<file path="src/rtl/opmode_pkg.sv">
package opmode_pkg;
  localparam int MODE_W = 2;

  typedef enum logic [MODE_W-1:0] {
    MODE_ACT  = 2'd0,
    MODE_LP   = 2'd1,
    MODE_PDA  = 2'd2,
    MODE_PDLP = 2'd3
  } opmode_e;

  // position of a mode on the linear chain PDA - ACT - LP - PDLP
  function automatic int chain_pos(logic [MODE_W-1:0] m);
    case (m)
      MODE_PDA: return 0;
      MODE_ACT: return 1;
      MODE_LP:  return 2;
      default:  return 3;
    endcase
  endfunction

  function automatic logic is_neighbour(logic [MODE_W-1:0] a, logic [MODE_W-1:0] b);
    int pa;
    int pb;
    pa = chain_pos(a);
    pb = chain_pos(b);
    return (pa == pb + 1) || (pb == pa + 1);
  endfunction

  function automatic logic wants_active_supply(logic [MODE_W-1:0] m);
    return (m == MODE_ACT) || (m == MODE_LP);
  endfunction
endpackage

</file>
<file path="src/rtl/opmode_chain_rule.sv">
module opmode_chain_rule
  import opmode_pkg::*;
(
  input  logic [MODE_W-1:0] cur_mode,
  input  logic [MODE_W-1:0] want_mode,
  output logic              step_ok,
  output logic              same_mode,
  output logic              want_supply_act
);
  always_comb begin
    step_ok         = is_neighbour(cur_mode, want_mode);
    same_mode       = (cur_mode == want_mode);
    want_supply_act = wants_active_supply(want_mode);
  end
endmodule

</file>
<file path="src/rtl/opmode_handshake.sv">
module opmode_handshake
  import opmode_pkg::*;
(
  input  logic              clk,
  input  logic              rst,
  input  logic              accept,
  input  logic [MODE_W-1:0] new_mode,
  input  logic              new_supply_act,
  input  logic              mgr_ack,
  output logic              pending,
  output logic [MODE_W-1:0] req_mode,
  output logic              supply_act,
  output logic [MODE_W-1:0] ack_mode
);
  // reset mode 0 = active, so the supply output starts active
  always_ff @(posedge clk) begin
    if (rst) begin
      pending    <= 1'b0;
      req_mode   <= '0;
      supply_act <= 1'b1;
      ack_mode   <= '0;
    end else if (pending) begin
      if (mgr_ack) begin
        pending  <= 1'b0;
        ack_mode <= req_mode;
      end
    end else if (accept) begin
      pending    <= 1'b1;
      req_mode   <= new_mode;
      supply_act <= new_supply_act;
    end
  end
endmodule

</file>
<file path="src/rtl/opmode_csr.sv">
module opmode_csr
  import opmode_pkg::*;
#(
  parameter int DATA_W = 32,
  parameter int ADDR_W = 2
) (
  input  logic              clk,
  input  logic              rst,
  input  logic              wr_en,
  input  logic [ADDR_W-1:0] wr_addr,
  input  logic [DATA_W-1:0] wr_data,
  input  logic [ADDR_W-1:0] rd_addr,
  input  logic [MODE_W-1:0] req_mode,
  input  logic [MODE_W-1:0] ack_mode,
  input  logic              pending,
  input  logic              step_ok,
  input  logic              same_mode,
  output logic [MODE_W-1:0] want_mode,
  output logic              accept,
  output logic              err_flag,
  output logic [DATA_W-1:0] rd_data
);
  localparam logic [ADDR_W-1:0] OFS_REQ = ADDR_W'(0);
  localparam logic [ADDR_W-1:0] OFS_ACK = ADDR_W'(1);
  localparam logic [ADDR_W-1:0] OFS_ERR = ADDR_W'(2);

  logic req_wr;
  logic rsvd_set;
  logic violation;
  logic clr_wr;

  always_comb begin
    want_mode = wr_data[MODE_W-1:0];
    req_wr    = wr_en && (wr_addr == OFS_REQ);
    rsvd_set  = |wr_data[DATA_W-1:MODE_W];
    accept    = req_wr && !pending && !rsvd_set && step_ok;
    violation = req_wr && (pending || rsvd_set || (!step_ok && !same_mode));
    clr_wr    = wr_en && (wr_addr == OFS_ERR) && wr_data[0];
  end

  // a new violation takes priority over a clear in the same cycle
  always_ff @(posedge clk) begin
    if (rst)            err_flag <= 1'b0;
    else if (violation) err_flag <= 1'b1;
    else if (clr_wr)    err_flag <= 1'b0;
  end

  always_ff @(posedge clk) begin
    if (rst) begin
      rd_data <= '0;
    end else begin
      rd_data <= '0;
      case (rd_addr)
        OFS_REQ: rd_data[MODE_W-1:0] <= req_mode;
        OFS_ACK: rd_data[MODE_W-1:0] <= ack_mode;
        OFS_ERR: rd_data[0]          <= err_flag;
        default: rd_data             <= '0;
      endcase
    end
  end
endmodule

</file>
<file path="src/rtl/opmode_stepper.sv">
module opmode_stepper
  import opmode_pkg::*;
#(
  parameter int DATA_W = 32,
  parameter int ADDR_W = 2
) (
  input  logic              clk,
  input  logic              rst,
  input  logic              wr_en,
  input  logic [ADDR_W-1:0] wr_addr,
  input  logic [DATA_W-1:0] wr_data,
  input  logic [ADDR_W-1:0] rd_addr,
  output logic [DATA_W-1:0] rd_data,
  output logic              mgr_req_valid,
  output logic [MODE_W-1:0] mgr_req_mode,
  output logic              mgr_supply_active,
  input  logic              mgr_ack,
  output logic [MODE_W-1:0] cur_mode,
  output logic              err_flag
);
  logic [MODE_W-1:0] want_mode;
  logic              step_ok;
  logic              same_mode;
  logic              want_supply;
  logic              accept;

  opmode_chain_rule u_rule (
    .cur_mode        (cur_mode),
    .want_mode       (want_mode),
    .step_ok         (step_ok),
    .same_mode       (same_mode),
    .want_supply_act (want_supply)
  );

  opmode_handshake u_hs (
    .clk            (clk),
    .rst            (rst),
    .accept         (accept),
    .new_mode       (want_mode),
    .new_supply_act (want_supply),
    .mgr_ack        (mgr_ack),
    .pending        (mgr_req_valid),
    .req_mode       (mgr_req_mode),
    .supply_act     (mgr_supply_active),
    .ack_mode       (cur_mode)
  );

  opmode_csr #(.DATA_W(DATA_W), .ADDR_W(ADDR_W)) u_csr (
    .clk       (clk),
    .rst       (rst),
    .wr_en     (wr_en),
    .wr_addr   (wr_addr),
    .wr_data   (wr_data),
    .rd_addr   (rd_addr),
    .req_mode  (mgr_req_mode),
    .ack_mode  (cur_mode),
    .pending   (mgr_req_valid),
    .step_ok   (step_ok),
    .same_mode (same_mode),
    .want_mode (want_mode),
    .accept    (accept),
    .err_flag  (err_flag),
    .rd_data   (rd_data)
  );
endmodule

</file>
<file path="config.mk">
export PLATFORM = sky130hd
export DESIGN_NAME = opmode_stepper
export DESIGN_NICKNAME = d
export VERILOG_FILES = /design/src/rtl/opmode_pkg.sv /design/src/rtl/opmode_chain_rule.sv /design/src/rtl/opmode_handshake.sv /design/src/rtl/opmode_csr.sv /design/src/rtl/opmode_stepper.sv
export SDC_FILE = /design/constraint.sdc
export NUM_CORES = 1
export LEC_CHECK = 0
export BUFFER_PORTS_ARGS = -buffer_cell sky130_fd_sc_hd__clkbuf_2
export CORE_MARGIN = 4
export CORE_UTILIZATION = 42
export CTS_BUF_LIST = sky130_fd_sc_hd__clkbuf_4
export DETAILED_ROUTE_END_ITERATION = 10
export GPL_TIMING_DRIVEN = 1
export PLACE_DENSITY = 0.88
export SYNTH_ARGS = -nofsm -noshare
export SYNTH_HDL_FRONTEND = slang
export SYNTH_SLANG_ARGS = --single-unit
</file>
<file path="constraint.sdc">
create_clock -name clk -period 4.9 [get_ports clk]
set_input_delay 0.245 -clock clk [delete_from_list [all_inputs] [get_ports clk]]
set_output_delay 0.245 -clock clk [all_outputs]
set_load 0.01 [all_outputs]
</file>
==> results.cfg <==
[final_layout]
layout.nets = 208
utilization_pct = 54.0
nFillCells = 198
area_growth_pct = 20.5
fin_cells = 186
n_antenna_cell = 0
drive_gt1_share_pct = 36.5

[worst_setup_path]
path_class = flip-flop to flip-flop
path_max_fanout = 6
startpoint_type = flip-flop
rr_worst_depth = 7
slowest_delay_ns = 0.44
r2r_end = u_csr.err_flag
crit_arrival_ns = 2.09
end_kind = flip-flop
critical_path.slowest_cell = dfxtp_1
cp_cell_sequence = inv_1, ha_1, or3_1, a211oi_2, a21o_2, o21ai_2, a32o_1
cp_data_required_time_ns = 5.04
reg2reg_slack_ns = 2.96
worstReg2RegStart = u_hs.ack_mode[1]

[cts]
htree_levels = 1
cts_hold_buf = 0
clock_path_buffers = 2
worstSkewPairLatency_ns = 0.25
ctsRootBufferMaster = clkbuf_4
cts_buffers = 3
clk_pin_slew_ns = 0.06
cts_setup_buffers = 0
clock-sinks = 9
cts-resized-gates = 0
tritoncts = built

[power]
cellPowerDensity_mw_per_mm2 = 168
vdd_drop_max_v = 0.000136
p_leak_nw = 0.584
power_mw = 0.182

[sta]
tns_ns = 0
post-route-period-util_pct = 39.7
setup-violations-final = 0
period_needed_ns = 1.94
finalHoldViolCount = 0
fin_skew_ns = 0.000562
maxSlewViolCount = 0
rsz0062_at_grt = no
max_freq_ghz = 0.515

[floorplan]
die_h_um = 54.2
ios = 79
coreArea_sq_mm = 0.00200
die_x_um = 54.2
die_area_sq_mm = 0.00294
rows = 16
start_util_pct = 44.8

[placed_design]
placedCellCount = 182
dp_hpwl_um = 1820
place.gp.congestion = 0.816
port_buffers = 48

[synth]
ys_ff_latch = 9
postSynthAreaPerCell_sq_um = 8.23
synth_cell_types = 29
synth-seq-area-share_pct = 20.1
synthesis.area_sq_um = 897
postSynthCellCount = 109
yosys_warnings = 0

[route]
wl_met3_um = 273
viasPerCell = 4.38
drt-initial-drc-count = 8
ant_nets = 0
route.met2.wl_um = 973
drtPass1Iterations = 4
top_layer = met4
wl_met1_um = 774
drc = 0
wire_per_inst_um = 10.9
drt-total-wl_um = 2030
vias = 814

[global_route]
grt_antenna_before_repair = 0
grt_max_degree = 10
grt_pass1_wl_um = 2990
grt_remaining_overflow = 0
grt_pass1_vias = 744
grt_usage_pct = 14.2

[worst_hold_path]
hold_path_class = input pin to flip-flop
hold_depth = 2
min_to = u_csr.rd_data[1]
hold_start = rd_addr[1]

[status]
status = finished, final reports clean

[run]
cap_violations = 0
-- Yosys cell counts --
master / number / share of area, %
mux2i_1: 5 / 5.6
buf_4: 30 / 25
nor3_1: 2 / 1.1
clkbuf_1: 1 / 0.42
nand2_1: 8 / 3.3
dfxtp_1: 9 / 20
xnor2_1: 2 / 2.0
or3_1: 1 / 0.70
a21o_2: 1 / 0.98
nand4b_1: 1 / 0.98
nand3_4: 1 / 2.0
o21ai_0: 1 / 0.56
conb_1: 1 / 0.42
a211oi_2: 1 / 1.4
nand4_1: 2 / 1.4
xor2_1: 2 / 2.0
ha_1: 8 / 11
nor2_1: 6 / 2.5
nor2b_1: 2 / 1.4
o21ai_2: 1 / 0.98
nand3_1: 2 / 1.1
nand2b_1: 1 / 0.70
nor4_1: 7 / 4.9
a32o_1: 1 / 1.1
o22a_1: 1 / 0.98
a21oi_1: 3 / 1.7
inv_1: 7 / 2.9
nor2_4: 1 / 1.3
nor3b_2: 1 / 1.4
-- logic make-up (layout without fill, tap and decap cells) --
group           count (synthesis)  in the layout  share of synthesized area (%)
mux                             5              5                           5.58
buf+inv                        38             59                           28.5
fa+ha+maj                       8              8                           11.2
other cells                     1             30                          0.418
compound gates                  9              9                           7.67
simple gates                   35             35                           22.7
xor+xnor                        4              4                           3.91
flops                           9              9                           20.1
-- how the worst max path moves through the flow --
stage,startpoint,to,slack (ns),cells after the start
after floorplan,wr_data[1],u_csr.err_flag,2.99,9
after global placement,wr_data[1],u_csr.err_flag,2.82,10
after detailed placement,wr_data[1],u_csr.err_flag,2.72,10
after CTS,u_hs.ack_mode[1],u_csr.err_flag,2.96,7
after global routing,u_hs.ack_mode[1],u_csr.err_flag,2.85,7
final,u_hs.ack_mode[1],u_csr.err_flag,2.96,7
-- critical path: cells and delay by family (launching register included) --
family                     cells  cell delay (ns)
AOI/OAI and AO/OA              4             0.71
adders and majority gates      1             0.20
buffers and inverters          1             0.11
DFF                            1             0.44
and+or+nand+nor                1             0.36
-- stage by stage --
| stage | instance area (sq um) | hold WS [ns] | setup WS, ns |
|---|---|---|---|
| floorplan | 1010 | 0.324 | 2.99 |
| finish | 1080 | 0.184 | 2.96 |
| global placement | 1050 | 0.452 | 2.82 |
| global route | 1080 | 0.194 | 2.85 |
| detailed placement | 1050 | 0.453 | 2.72 |
| CTS | 1080 | 0.180 | 2.96 |
-- final cells by class --
type | count | area, sq um | area share (%)
Timing Repair Buffer | 48 | 240 | 22.2
Tap cell | 27 | 33.8 | 3.12
Multi-Input combinational cell | 91 | 571 | 52.8
Clock buffer | 4 | 30.0 | 2.78
Inverter | 7 | 26.3 | 2.43
Sequential cell | 9 | 180 | 16.7
-- registers in the layout, summed over array words and instances, names as in the netlist --
| signal | count |
|---|---|
| u_hs.pending | 1 |
| u_hs.ack_mode | 2 |
| u_csr.err_flag | 1 |
| u_hs.supply_act | 1 |
| u_csr.rd_data | 2 |
| u_hs.req_mode | 2 |
-- where the power goes --
part / leakage [nW] / total [mW] / internal (mW) / switching (mW)
Sequential: 0.0727 / 0.0741 / 0.0737 / 0.000328
Combinational: 0.493 / 0.0470 / 0.0196 / 0.0273
Clock: 0.0184 / 0.0609 / 0.0368 / 0.0241
Total: 0.584 / 0.182 / 0.130 / 0.0518
-- cells in the final DEF, fill, tap and decap left out --
cell | netlist | final
a211oi_2 | 1 | 1
a21o_2 | 1 | 1
a21oi_1 | 3 | 3
a32o_1 | 1 | 1
clkbuf_2 | 0 | 48
clkbuf_4 | 0 | 4
conb_1 | 1 | 30
dfxtp_1 | 9 | 9
ha_1 | 8 | 8
inv_1 | 7 | 7
mux2i_1 | 5 | 5
nand2_1 | 8 | 8
nand2b_1 | 1 | 1
nand3_1 | 2 | 2
nand3_4 | 1 | 1
nand4_1 | 2 | 2
nand4b_1 | 1 | 1
nor2_1 | 6 | 6
nor2_4 | 1 | 1
nor2b_1 | 2 | 2
nor3_1 | 2 | 2
nor3b_2 | 1 | 1
nor4_1 | 7 | 7
o21ai_0 | 1 | 1
o21ai_2 | 1 | 1
o22a_1 | 1 | 1
or3_1 | 1 | 1
xnor2_1 | 2 | 2
xor2_1 | 2 | 2
-- layer usage --
layer / up-vias / track usage (%)
li1: 408 / -
met5: - / 0
met4: 0 / 2.49
met2: 60 / 26.1
met1: 344 / 15.0
met3: 2 / 5.99
Note: power is estimated with default switching activity, not from simulation.
